<file path="config.mk">
export PLATFORM = sky130hd
export DESIGN_NAME = dly_ctl_rx
export DESIGN_NICKNAME = d
export VERILOG_FILES = /design/src/rtl/dly_rx_pkg.sv /design/src/rtl/dly_rx_sync.sv /design/src/rtl/dly_rx_shifter.sv /design/src/rtl/dly_rx_latch.sv /design/src/rtl/dly_ctl_rx.sv
export SDC_FILE = /design/constraint.sdc
export NUM_CORES = 1
export LEC_CHECK = 0
export ABC_AREA = 1
export BUFFER_PORTS_ARGS = -buffer_cell sky130_fd_sc_hd__buf_4
export CAP_MARGIN = 10
export CORE_MARGIN = 2
export CORE_UTILIZATION = 60
export CTS_CLUSTER_SIZE = 30
export DETAILED_ROUTE_END_ITERATION = 10
export PLACE_DENSITY = 0.85
export SLEW_MARGIN = 20
export SYNTH_ARGS = -nofsm -noshare
export SYNTH_HDL_FRONTEND = slang
export SYNTH_SLANG_ARGS = --single-unit
</file>
<file path="constraint.sdc">
create_clock -name clk -period 4.25 [get_ports clk]
set_clock_uncertainty 0.2 [all_clocks]
set_input_delay 1.275 -clock clk [delete_from_list [all_inputs] [get_ports clk]]
set_output_delay 1.275 -clock clk [all_outputs]
set_load 0.005 [all_outputs]
</file>
<file path="src/rtl/dly_rx_pkg.sv">
package dly_rx_pkg;
  localparam int PIN_W   = 4;
  localparam int ID_W    = 4;
  localparam int CODE_W  = 4;
  localparam int DATA_W  = 10;
  localparam int FRAME_W = ID_W + DATA_W;

  localparam int PIN_REQ   = 0;
  localparam int PIN_SCK   = 1;
  localparam int PIN_DAT   = 2;
  localparam int PIN_STRAP = 3;

  // address bits in send order: first sent is the MSB of the field
  function automatic logic [ID_W-1:0] own_address(input logic strap);
    return {1'b0, 1'b1, 1'b0, strap};
  endfunction
endpackage

</file>
<file path="src/rtl/dly_rx_sync.sv">
module dly_rx_sync #(
  parameter int W      = 4,
  parameter int STAGES = 2
) (
  input  logic         clk,
  input  logic         rst_n,
  input  logic [W-1:0] async_i,
  output logic [W-1:0] sync_o,
  output logic [W-1:0] rise_o,
  output logic [W-1:0] fall_o
);
  logic [STAGES-1:0][W-1:0] stage_q;
  logic [W-1:0]             prev_q;

  always_ff @(posedge clk or negedge rst_n) begin
    if (!rst_n) begin
      stage_q <= '0;
      prev_q  <= '0;
    end else begin
      stage_q <= {stage_q[STAGES-2:0], async_i};
      prev_q  <= stage_q[STAGES-1];
    end
  end

  assign sync_o = stage_q[STAGES-1];

  for (genvar b = 0; b < W; b++) begin : g_edge
    assign rise_o[b] =  sync_o[b] & ~prev_q[b];
    assign fall_o[b] = ~sync_o[b] &  prev_q[b];
  end
endmodule

</file>
<file path="src/rtl/dly_rx_shifter.sv">
module dly_rx_shifter
  import dly_rx_pkg::*;
(
  input  logic               clk,
  input  logic               rst_n,
  input  logic               en_i,
  input  logic               shift_i,
  input  logic               bit_i,
  output logic [FRAME_W-1:0] frame_o
);
  logic [FRAME_W-1:0] sr_q;

  always_ff @(posedge clk or negedge rst_n) begin
    if (!rst_n)                sr_q <= '0;
    else if (en_i && shift_i)  sr_q <= {sr_q[FRAME_W-2:0], bit_i};
  end

  assign frame_o = sr_q;

  // the frame only moves on a qualified shift-clock falling edge
  a_r2_shift_on_fall_only: assert property (@(posedge clk) disable iff (!rst_n)
    !(en_i && shift_i) |=> $stable(sr_q));
endmodule

</file>
<file path="src/rtl/dly_rx_latch.sv">
module dly_rx_latch
  import dly_rx_pkg::*;
#(
  parameter logic [CODE_W-1:0] RESET_CODE = 4'd11
) (
  input  logic               clk,
  input  logic               rst_n,
  input  logic               en_i,
  input  logic               req_rise_i,
  input  logic               strap_i,
  input  logic [FRAME_W-1:0] frame_i,
  output logic [CODE_W-1:0]  code_o,
  output logic               mute_o
);
  localparam int CODE_MSB = DATA_W - 1;
  localparam int MUTE_POS = DATA_W - 1 - CODE_W;

  logic [ID_W-1:0]   id_field;
  logic              id_match;
  logic [CODE_W-1:0] code_q;
  logic              mute_q;

  assign id_field = frame_i[FRAME_W-1 -: ID_W];
  assign id_match = (id_field == own_address(strap_i));

  always_ff @(posedge clk or negedge rst_n) begin
    if (!rst_n) begin
      code_q <= RESET_CODE;
      mute_q <= 1'b0;
    end else if (en_i && req_rise_i && id_match) begin
      code_q <= frame_i[CODE_MSB -: CODE_W];
      mute_q <= frame_i[MUTE_POS];
    end
  end

  assign code_o = code_q;
  assign mute_o = mute_q;

  // settings change only after a request edge with a matching address
  a_r3_code_needs_match: assert property (@(posedge clk) disable iff (!rst_n)
    (code_q != $past(code_q)) |-> $past(req_rise_i && id_match));
  a_r3_mute_needs_match: assert property (@(posedge clk) disable iff (!rst_n)
    (mute_q != $past(mute_q)) |-> $past(req_rise_i && id_match));
  // pin mode leaves the latched settings alone
  a_r7_hold_in_pin_mode: assert property (@(posedge clk) disable iff (!rst_n)
    !en_i |=> ($stable(code_q) && $stable(mute_q)));
endmodule

</file>
<file path="src/rtl/dly_ctl_rx.sv">
module dly_ctl_rx
  import dly_rx_pkg::*;
#(
  parameter int                SYNC_STAGES = 2,
  parameter logic [CODE_W-1:0] RESET_CODE  = 4'd11
) (
  input  logic              clk,
  input  logic              rst_n,
  input  logic              pin_mode_i,
  input  logic [PIN_W-1:0]  ctl_pin_i,
  output logic [CODE_W-1:0] delay_code_o,
  output logic              mute_mode_o
);
  logic [PIN_W-1:0]   pin_sync, pin_rise, pin_fall;
  logic [FRAME_W-1:0] frame;
  logic [CODE_W-1:0]  lat_code;
  logic               lat_mute;
  logic               serial_en;

  assign serial_en = ~pin_mode_i;

  dly_rx_sync #(.W(PIN_W), .STAGES(SYNC_STAGES)) u_sync (
    .clk     (clk),
    .rst_n   (rst_n),
    .async_i (ctl_pin_i),
    .sync_o  (pin_sync),
    .rise_o  (pin_rise),
    .fall_o  (pin_fall)
  );

  dly_rx_shifter u_shift (
    .clk     (clk),
    .rst_n   (rst_n),
    .en_i    (serial_en),
    .shift_i (pin_fall[PIN_SCK]),
    .bit_i   (pin_sync[PIN_DAT]),
    .frame_o (frame)
  );

  dly_rx_latch #(.RESET_CODE(RESET_CODE)) u_latch (
    .clk        (clk),
    .rst_n      (rst_n),
    .en_i       (serial_en),
    .req_rise_i (pin_rise[PIN_REQ]),
    .strap_i    (pin_sync[PIN_STRAP]),
    .frame_i    (frame),
    .code_o     (lat_code),
    .mute_o     (lat_mute)
  );

  assign delay_code_o = pin_mode_i ? pin_sync[CODE_W-1:0] : lat_code;
  assign mute_mode_o  = pin_mode_i ? 1'b0 : lat_mute;
endmodule

</file>
==> run metrics <==
gr ovfl total=0; Syn Nets=114; antenna fix cells=0; Crit path max-delay family=multiplexers; Syn Area/Cell=11.0 um^2; CTS Root Cell=clkbuf_4; Tcrit/Tclk final=81.2%; initial antenna violation count=0; first-pass GRT wire length=3240 um; Min Hold Slack=158 ps; Reg area=729 um^2; CTS buffer count=5; CP endpoint kind=primary output; CTS tree=yes; WP data arrival=1980 ps; pin count of the biggest net entering global routing=30; Startpoint Class=primary input; die area=0.00233 mm^2; clock sink total=29; CP bufs+invs=2; # hold bufs at CTS=0; register bit total from synthesis=29; Final Net Count=128; sequential power share=53.2%; final hold vios=0; register area share after synthesis=62.2%; Critical Path RT=2770 ps; RD Place Congestion=0.721; Multi-input gate area=398 um^2; Pre-antenna DRT Iters=4; placed instance area=0.00125 mm^2; Fin Setup TNS=0 ps; Int Pwr=491 uW; Filler Cell Count=123; slew margin rel.=68.2%; max-slew violations=0; CP max-delay cell=mux2_2; antenna-violating nets left=0; P_sw=166 uW; CP max FO=8; YS warnings=0; die height=48.2 um; Final setup viols=0; part of the power in the clock network=35.2%; Pwr Density=491 mW/mm^2; Starting Density=65.8%; H-tree levels=2; clock latency on the worst-skew pair=330 ps; Iter 0 DRT Violations=11; Design Area, Final=0.00134 mm^2; Final Util=75.0%; Clk pin slew, worst setup/hold paths=80 ps; vias in the first global route=756; I/O Buffers=11; Min Clock Period, post-route=3450 ps; power share of the combinational group=11.7%; detailed-route wire length=2010 um; Max clock buf depth=2; Largest stage delay, worst path=370 ps; core footprint=0.00178 mm^2; CP Cell Sequence=buf_4, mux2_2, buf_4; number of synthesized flops with an enable pin=0; P_leak=0.708 nW; post-CTS setup buffer count=0; number of I/O pins=12; FMAX=0.290 GHz; Gate Count Post-Synth=107; DR WL/cell=13.7 um; Die Wd=48.2 um; max-capacitance violation count=0; cts repair resizes=0; P&R area growth vs syn=14.0%; Worst-Margin Slew=477 ps; Tot GR Track Use=22.7%; Min-Delay Path Class=register to register; Sw Ratio=25.3%; ys async rst share=100%; crit-path most repeated cell=buf_4; Setup CP Type=primary input to primary output; share of cells above drive strength 1=25.4%; Yosys cell types=15; DRC Markers=0; DR vias=772; vias per cell=5.25; Syn Std Cell Area=0.00117 mm^2; prevailing post-synth register cell=dfrtp_1; maximum VDD drop=403 uV; R2R setup slack=2910 ps; DPL Wire Length=1410 um; FP Rows=15; Power Total=657 uW; outcome=complete, no violations; RSZ-0062 raised after global routing=false
==> power by group through the flow <==
stage	clock network, mW	logic (mW)	registers [mW]
finish	0.231	0.0767	0.349
global route	0.248	0.0885	0.355
CTS	0.235	0.0789	0.349
detailed placement	0	0.0781	0.355
global placement	0	0.0735	0.351
floorplan	0	0.0562	0.345
==> cell usage in the layout (no fill, tap or decap) <==
cell type	n
nor3_4	1
clkbuf_8	1
bufinv_16	1
nand3_1	17
clkbuf_1	1
mux2_2	3
nor2_8	3
a21oi_1	2
o21ai_0	1
nand2_1	37
inv_1	3
nor2_1	4
clkbuf_4	5
buf_4	11
dfstp_2	3
dfrtp_1	26
nand2_4	3
==> metrics by stage <==
stage               worst slack, ps  instances
finish                          798        147
global route                    788        147
global placement                824        139
CTS                             796        147
floorplan                      1010        107
detailed placement              796        139
==> registers in the layout (all words and copies together) (netlist names) <==
register	count
u_shift.frame_o	14
u_latch.code_o	4
u_sync.stage_q	4
u_sync.sync_o	4
u_sync.prev_q	2
u_latch.mute_o	1
==> worst register-to-register path, stage by stage (launching register included) <==
cell and delay, ps:
dfrtp_1 650, nand2_4 200, nand2_1 120, nand2_1 60
==> per-layer routing <==
metal | GRT usage [%] | vias to the layer above | share of wire (%)
met1 | 23.8 | 378 | 40
met5 | 0 | - | 0
met4 | 13.0 | 0 | 2.1
met3 | 11.1 | 4 | 5.6
met2 | 36.8 | 18 | 53
li1 | - | 372 | -
==> cells in the mapped netlist (2+ instances only) <==
cell type   n  area, um^2
inv_1       3        11.3
buf_6       2        22.5
mux2_2      3        33.8
nor2_8      3        60.1
dfrtp_1    26         651
nand2_4     3        33.8
nor2_1      4        15.0
dfstp_2     3        78.8
nand3_1    17        85.1
a21oi_1     2        10.0
nand2_1    37         139
==> final timing paths <==
| kind | startpoint | to | cells after the start |
|---|---|---|---|
| setup / recovery | pin_mode_i | delay_code_o[0] | 3 |
| max in group asynchronous | rst_n | u_latch.code_o[1]$_DFFE_PN1P_ | 1 |
| setup reg to reg | u_sync.prev_q[1]$_DFF_PN0_ | u_shift.frame_o[7]$_DFFE_PN0P_ | 3 |
| hold / removal | u_sync.stage_q[2]$_DFF_PN0_ | u_sync.sync_o[2]$_DFF_PN0_ | 0 |
| min in group asynchronous | rst_n | u_sync.stage_q[0]$_DFF_PN0_ | 1 |
| hold reg to reg | u_sync.stage_q[2]$_DFF_PN0_ | u_sync.sync_o[2]$_DFF_PN0_ | 0 |
==> cell families (layout without fill, tap and decap cells) <==
| logic type | after synthesis | count (layout) | share of synthesized area [%] |
|---|---|---|---|
| compound gates | 3 | 3 | 1.28 |
| buf+inv | 7 | 22 | 3.94 |
| flops | 29 | 29 | 62.2 |
| mux | 3 | 3 | 2.88 |
| simple gates | 65 | 65 | 29.7 |
==> final cells by class <==
cell class | count | share of cell area [%]
Clock buffer | 7 | 4.12
Clock inverter | 1 | 2.25
Sequential cell | 29 | 54.5
Timing Repair Buffer | 11 | 6.17
Inverter | 3 | 0.842
Multi-Input combinational cell | 71 | 29.7
Tap cell | 25 | 2.34
No activity file was read; power rests on OpenSTA's default activity.
